**config.mk**
```make
export PLATFORM = sky130hd
export DESIGN_NAME = pkey_guard
export DESIGN_NICKNAME = d
export VERILOG_FILES = /design/src/rtl/pkey_pkg.sv /design/src/rtl/pkey_rights_bank.sv /design/src/rtl/pkey_decide.sv /design/src/rtl/pkey_resp_fsm.sv /design/src/rtl/pkey_guard.sv
export SDC_FILE = /design/constraint.sdc
export NUM_CORES = 1
export LEC_CHECK = 0
export BUFFER_PORTS_ARGS = -buffer_cell sky130_fd_sc_hd__buf_2
export CORE_ASPECT_RATIO = 0.9
export CORE_MARGIN = 2
export CORE_UTILIZATION = 55
export DETAILED_ROUTE_END_ITERATION = 7
export PLACE_DENSITY = 0.95
export SLEW_MARGIN = 0
export SYNTH_ARGS = -nofsm -noshare
export SYNTH_HDL_FRONTEND = slang
export SYNTH_HIERARCHICAL = 1
export SYNTH_SLANG_ARGS = --single-unit
```
**constraint.sdc**
```tcl
create_clock -name clk -period 2.59 [get_ports clk]
set_input_delay 0.3885 -clock clk [delete_from_list [all_inputs] [get_ports clk]]
set_output_delay 0.3885 -clock clk [all_outputs]
set_load 0.005 [all_outputs]
```
**src/rtl/pkey_pkg.sv**
```systemverilog
package pkey_pkg;

    typedef enum logic [1:0] {
        KIND_READ  = 2'd0,
        KIND_WRITE = 2'd1,
        KIND_FETCH = 2'd2,
        KIND_ALTRD = 2'd3
    } kind_e;

    typedef enum logic [1:0] {
        CODE_ALLOW = 2'd0,
        CODE_PERM  = 2'd1,
        CODE_KEY   = 2'd2
    } code_e;

    typedef struct packed {
        logic deny_all;
        logic deny_wr;
        logic deny_x;
    } key_rights_t;

endpackage

```
**src/rtl/pkey_rights_bank.sv**
```systemverilog
module pkey_rights_bank
    import pkey_pkg::*;
#(
    parameter int KEY_W = 4,
    parameter bit XD_EN = 1'b1
) (
    input  logic                         clk,
    input  logic                         rst_n,
    input  logic                         we,
    input  logic                         sel,
    input  logic [2*(1<<KEY_W)-1:0]      wdata,
    output logic [2*(1<<KEY_W)-1:0]      rdata,
    input  logic [KEY_W-1:0]             key,
    output key_rights_t                  rights
);
    localparam int NKEYS    = 1 << KEY_W;
    localparam int RIGHTS_W = 2 * NKEYS;

    logic [RIGHTS_W-1:0] ad_wd_q;
    logic [NKEYS-1:0]    xd_q;
    logic [KEY_W:0]      pair_base;

    always_ff @(posedge clk) begin
        if (!rst_n) begin
            ad_wd_q <= '0;
        end else if (we && !sel) begin
            ad_wd_q <= wdata;
        end
    end

    generate
        if (XD_EN) begin : g_xd
            always_ff @(posedge clk) begin
                if (!rst_n) begin
                    xd_q <= '0;
                end else if (we && sel) begin
                    xd_q <= wdata[NKEYS-1:0];
                end
            end
        end else begin : g_no_xd
            assign xd_q = '0;
        end
    endgenerate

    assign pair_base       = {key, 1'b0};
    assign rights.deny_all = ad_wd_q[pair_base];
    assign rights.deny_wr  = ad_wd_q[pair_base + 1'b1];
    assign rights.deny_x   = xd_q[key];

    always_comb begin
        if (sel) begin
            rdata = {{(RIGHTS_W-NKEYS){1'b0}}, xd_q};
        end else begin
            rdata = ad_wd_q;
        end
    end

    // a rights write is visible through the read path one edge later
    p_write_lands_r8: assert property (@(posedge clk) disable iff (!rst_n)
        (we && !sel && !sel) |=> (!sel || rdata == $past(wdata)));

endmodule

```
**src/rtl/pkey_decide.sv**
```systemverilog
module pkey_decide
    import pkey_pkg::*;
(
    input  logic [1:0]   kind,
    input  logic         perm_ok,
    input  key_rights_t  rights,
    output logic [1:0]   code
);
    kind_e k;
    logic  key_block;

    assign k = kind_e'(kind);

    always_comb begin
        unique case (k)
            KIND_WRITE: key_block = rights.deny_all | rights.deny_wr;
            KIND_FETCH: key_block = rights.deny_x;
            KIND_READ,
            KIND_ALTRD: key_block = rights.deny_all;
            default:    key_block = rights.deny_all;
        endcase
    end

    always_comb begin
        if (!perm_ok) begin
            code = CODE_PERM;
        end else if (key_block) begin
            code = CODE_KEY;
        end else begin
            code = CODE_ALLOW;
        end
    end

endmodule

```
**src/rtl/pkey_resp_fsm.sv**
```systemverilog
module pkey_resp_fsm
    import pkey_pkg::*;
(
    input  logic        clk,
    input  logic        rst_n,
    input  logic        req_valid,
    output logic        req_ready,
    input  logic [1:0]  code_in,
    output logic        rsp_valid,
    input  logic        rsp_ready,
    output logic [1:0]  rsp_code
);
    typedef enum logic {
        RS_EMPTY = 1'b0,
        RS_FULL  = 1'b1
    } rs_state_e;

    rs_state_e state_q, state_d;
    logic [1:0] code_q;
    logic       take;

    always_ff @(posedge clk) begin
        if (!rst_n) begin
            state_q <= RS_EMPTY;
            code_q  <= CODE_ALLOW;
        end else begin
            state_q <= state_d;
            if (take) begin
                code_q <= code_in;
            end
        end
    end

    always_comb begin
        state_d   = state_q;
        req_ready = 1'b1;
        unique case (state_q)
            RS_EMPTY: begin
                req_ready = 1'b1;
                if (req_valid) begin
                    state_d = RS_FULL;          // accept
                end
            end
            RS_FULL: begin
                req_ready = rsp_ready;
                if (rsp_ready && !req_valid) begin
                    state_d = RS_EMPTY;         // drain
                end else begin
                    state_d = RS_FULL;          // reload or hold
                end
            end
            default: begin
                state_d   = RS_EMPTY;
                req_ready = 1'b0;
            end
        endcase
        take = req_valid && req_ready;
    end

    assign rsp_valid = (state_q == RS_FULL);
    assign rsp_code  = code_q;

    // a stalled response keeps its code and stays valid
    p_hold_r9: assert property (@(posedge clk) disable iff (!rst_n)
        (rsp_valid && !rsp_ready) |=> (rsp_valid && $stable(rsp_code)));

    // an accepted request always produces a response after the edge
    p_accept_r9: assert property (@(posedge clk) disable iff (!rst_n)
        (req_valid && req_ready) |=> rsp_valid);

endmodule

```
**src/rtl/pkey_guard.sv**
```systemverilog
module pkey_guard
    import pkey_pkg::*;
#(
    parameter int KEY_W = 4,
    parameter bit XD_EN = 1'b1
) (
    input  logic                     clk,
    input  logic                     rst_n,
    input  logic                     reg_we,
    input  logic                     reg_sel,
    input  logic [2*(1<<KEY_W)-1:0]  reg_wdata,
    output logic [2*(1<<KEY_W)-1:0]  reg_rdata,
    input  logic                     req_valid,
    output logic                     req_ready,
    input  logic [KEY_W-1:0]         req_key,
    input  logic [1:0]               req_kind,
    input  logic                     req_perm_ok,
    output logic                     rsp_valid,
    input  logic                     rsp_ready,
    output logic [1:0]               rsp_code
);
    key_rights_t rights;
    logic [1:0]  verdict;

    pkey_rights_bank #(.KEY_W(KEY_W), .XD_EN(XD_EN)) u_bank (
        .clk    (clk),
        .rst_n  (rst_n),
        .we     (reg_we),
        .sel    (reg_sel),
        .wdata  (reg_wdata),
        .rdata  (reg_rdata),
        .key    (req_key),
        .rights (rights)
    );

    pkey_decide u_decide (
        .kind    (req_kind),
        .perm_ok (req_perm_ok),
        .rights  (rights),
        .code    (verdict)
    );

    pkey_resp_fsm u_fsm (
        .clk       (clk),
        .rst_n     (rst_n),
        .req_valid (req_valid),
        .req_ready (req_ready),
        .code_in   (verdict),
        .rsp_valid (rsp_valid),
        .rsp_ready (rsp_ready),
        .rsp_code  (rsp_code)
    );

    // a failed page permission wins over any key verdict
    p_perm_first_r7: assert property (@(posedge clk) disable iff (!rst_n)
        (req_valid && req_ready && !req_perm_ok) |=> (rsp_code == CODE_PERM));

    // the reserved code value never appears
    p_code_legal_r7: assert property (@(posedge clk) disable iff (!rst_n)
        rsp_valid |-> (rsp_code != 2'd3));

    // fetches with passing permission and no execute block are allowed
    p_fetch_free_r5: assert property (@(posedge clk) disable iff (!rst_n)
        (req_valid && req_ready && req_perm_ok && req_kind == KIND_FETCH && !rights.deny_x)
        |=> (rsp_code == CODE_ALLOW));

    // a set access-disable bit faults any data access with passing permission
    p_deny_all_r3: assert property (@(posedge clk) disable iff (!rst_n)
        (req_valid && req_ready && req_perm_ok && req_kind != KIND_FETCH && rights.deny_all)
        |=> (rsp_code == CODE_KEY));

endmodule

```
Word-level counts from Yosys, hierarchy flattened
Cells that the tools add are included.
- muxes and demuxes: 14
- eq/ne operators: 3
- $mul: 0
- add/sub/neg operators: 1
- bitwise operators: 2
- order comparisons: 3
- divide/modulo/power cells: 0
- shift operators: 0
- reductions and logical operators: 8
- operators with widths (cell ; count):
    $mux 32 ; 1
    $lt 5x6->1 const B ; 2
    $bmux 1 s4 ; 2
    $add 5x1->5 const B ; 1
    $bmux 1 s5 ; 1
    $lt 4x5->1 const B ; 1
    $mux 1 ; 5
    $eq 2x2->1 const B ; 2
    $logic_and 1x1->1 ; 4
    $mux 2 ; 2
    $pmux 1 s2 ; 2
    $pmux 1 s3 ; 1
    $eq 2x1->1 const B ; 1
    $logic_not 1->1 ; 2
    $logic_not 2->1 ; 1
    $reduce_or 2->1 ; 1
    $not 1->1 ; 1
    $or 1x1->1 ; 1
- RAM bits: 0
- memories kept: 0
- latch bits: 0
- bits in read-only memories: 0
- register bits: 51
- word-level logic and storage cells: 35

Longest topological paths before layout
- depth after elaboration: 7
- gate-level depth with buffers: 8
- gate-level depth less buffers: 7

Cells and area by module
The synthesis kept the hierarchy.
- modules (own cells, without submodules) (module ; instances ; area each (um2) ; cells an instance):
    pkey_rights_bank ; 1 ; 2469.9 ; 276
    pkey_resp_fsm ; 1 ; 131.4 ; 13
    pkey_decide ; 1 ; 63.8 ; 8

Worst setup path after synthesis
OpenSTA, ideal clock, no wires.
- kind: input to register
- start point: input req_key[1]
- end point: register u_fsm.code_q[1] (netlist: u_fsm/rsp_code[1])
- path slack: 0.739 ns
- data required time: 2.475 ns
- stages on the path: 8
- arrival time: 1.736 ns
- library setup time: 0.115 ns
- cells stage by stage: clkbuf_1 > mux4_2 > a22oi_1 > nand3_1 > a221oi_2 > nor3_1 > nand4_1 > o21ai_2
- RTL lines (item ; line ; RTL):
    start: declaration ; pkey_guard.sv:15 ; input logic [KEY_W-1:0] req_key,
    end signal: assignment ; pkey_resp_fsm.sv:29 ; code_q <= code_in;
    end: declaration ; pkey_resp_fsm.sv:19 ; logic [1:0] code_q;

==> impl_results.md <==
* Status: finished clean
* Clk_skew at 0.00589 ns
* Pin count of the biggest net entering global routing at 54
* Vias in the first global route at 2352
* Sw power at 0.000386 W
* Post-synth top cells: nand2_1, dfxtp_1, a21boi_0, nor2b_1, mux2_2
* Post-Route Setup TNS at 0 ns
* Port-buffer cells at 80
* Routed Antenna Nets at 0
* Final Max Slew Viols at 0
* TritonCTS clock tree: built
* Number of synthesized flops with an enable pin at 0
* #FFs+latches synth at 51
* Detailed-route wire length per cell at 15.2 µm
* Pwr dens at 478 nW/µm²
* P_leak at 1.41 nW
* Highest clock rate at 0.497 GHz
* Clk pwr share at 27.5%
* Logic pwr share at 16.2%
* Most common cell in the netlist: nand2_1
* RSZ-0062 raised after global routing: false
* Initial Util at 56.2%
* Post-cts sizing count at 0
* Mapped cell area at 2670 µm²
* Syn_nets at 344
* Max-slew headroom at 27.9%
* Pin slew with the least headroom to its limit at 1.08 ns
* Initial antenna violation count at 0
* I/O pins at 81
* Overall Power at 0.00151 W
* Post-synth ARST share at 0%
* Mapped Cells at 297
* Crit Path Class: in -> reg
* VDD IR max at 0.248 mV
* Unique masters post-synth at 27
* Final core area utilization at 66.6%
* Ys Warns at 6
* Setup Slack @ Placement at 0.289 ns
* GRT Total Usage at 25.0%
* Clock Tree Buf Depth at 2
* Flop pwr share at 56.3%
* Finished Layout Cells at 432
* Hold_buf cts at 0
* Worst endpoint required time at 2.79 ns
* Final setup margin at 0.578 ns
* DR vias/cell at 5.55
* Vias at 2399
* Worst endpoint data arrival time at 2.21 ns
* Crit-path max FO at 12
* CP Capture Type: register
* Grt ovf at 0
* GP Congestion at 0.863
* Hold WC Path Type: in -> reg
* Die Y at 70.0 µm
* DRT Wirelength at 6580 µm
* Synth top area cells: dfxtp_1, nand2_1, a21boi_0
* DR DRC count at 0
* Sequential area share after synthesis at 38.3%
* DP HPWL at 4730 µm
* Avg Cell Area, Syn at 8.97 µm²
* Core ar. at 4740 µm²
* Filler cells at 381
* Internal power at 0.00112 W
* Share of the synthesized area in the top cell type at 38.3%
* Largest area contributor in the netlist: dfxtp_1
* Number of detailed-route iterations in the first pass at 4
* Max-Cap Viols at 0
* Area grow syn2layout at 18.5%
* Initial DRC count at 213
* Die W at 77.4 µm
* Final hold vios at 0
* Clk sink count at 51
* Critical path launch point type: primary input
* Clk root buf: clkbuf_8
* Clock-pin slew on the worst setup and hold paths at 0.08 ns
* Switching Fraction at 25.6%
* H-tree levels at 2
* Placed insts at 426
* Num rows at 24
* First-pass GRT wire length at 10900 µm
* Proportion of layout cells with a drive suffix above 1 at 31.9%
* Final setup fails at 0
* Number of buffers created by CTS at 5
* Ant diodes at 0
* Final Cycle Share at 77.7%
* Clk Latency, worst-skew pair at 0.30 ns
* DIE AREA at 5420 µm²
* Synth Flop Type: dfxtp_1
* Final #Nets at 415
* Min Tclk post-route at 2.01 ns
* Post-CTS Setup Inserts at 0
path summary, 6_finish.rpt:
kind                                        start            endpoint  slack, ns  cells after the start
worst max-delay path                   req_key[0]   u_fsm/rsp_code[1]       0.58                      8
worst min-delay path                reg_wdata[30]  u_bank/ad_wd_q[30]       0.33                      3
worst max register to register  u_bank/ad_wd_q[0]   u_fsm/rsp_code[1]       0.73                      7
worst min register to register  u_fsm/rsp_code[0]   u_fsm/rsp_code[0]       0.47                      2
sequential cells by signal, indices dropped and copies added (netlist names):
name,cells
u_fsm/rsp_valid,1
u_fsm/rsp_code,2
u_bank/ad_wd_q,32
u_bank/xd_q,16
worst max-delay path: stages:
cell      delay (ns)
buf_2           0.30
mux4_1          0.61
a22oi_1         0.21
nand3_1         0.15
a221oi_2        0.31
nor3_1          0.08
nand4_1         0.09
o21ai_2         0.06
layout make-up:
cell class | count | area (µm²) | share of cell area, %
clock buffers | 6 | 72.6 | 2.30
inverters | 4 | 15.0 | 0.475
multi-input cells | 221 | 1530 | 48.5
flip-flops and latches | 51 | 1020 | 32.3
well taps | 65 | 81.3 | 2.57
repair buffers | 85 | 438 | 13.9
layer usage:
metal / global-route usage (%) / wire length (µm)
met5: 0 / 0
met4: 5.95 / 104
met3: 5.94 / 611
met2: 42.7 / 3180
met1: 32.2 / 2680
power groups by stage:
stage | Sequential (W) | Combinational [W] | Clock (W)
final | 0.000849 | 0.000244 | 0.000415
after global routing | 0.000853 | 0.000269 | 0.000453
after CTS | 0.000848 | 0.000244 | 0.000422
after detailed placement | 0.000867 | 0.000242 | 0
after global placement | 0.000865 | 0.000233 | 0
after floorplan | 0.000855 | 0.000153 | 0
cells in the final DEF (no fill, tap or decap), drive strengths merged, types with 2 or more instances in the layout:
master,count
a21boi,49
a22oi,3
and2,2
buf,85
clkbuf,6
dfxtp,51
ha,2
inv,4
mux2,16
mux4,12
nand2,102
nand2b,2
nand3,6
nand4,2
nor2b,19
o21ai,2
cell families (layout without fill, tap and decap cells):
| kind of cell | count (synthesis) | after routing | share of synthesized area [%] |
|---|---|---|---|
| flops | 51 | 51 | 38.3 |
| buf+inv | 25 | 95 | 4.32 |
| simple gates | 136 | 136 | 22.3 |
| fa+ha+maj | 2 | 2 | 0.939 |
| compound gates | 55 | 55 | 16.1 |
| mux | 28 | 28 | 18.0 |
through the flow:
stage,hold WS (ns),area [µm²]
floorplan,0.439,2670
global placement,0.448,3090
detailed placement,0.459,3090
CTS,0.321,3160
global route,0.340,3160
finish,0.327,3160
(Power assumes the default switching activity.)
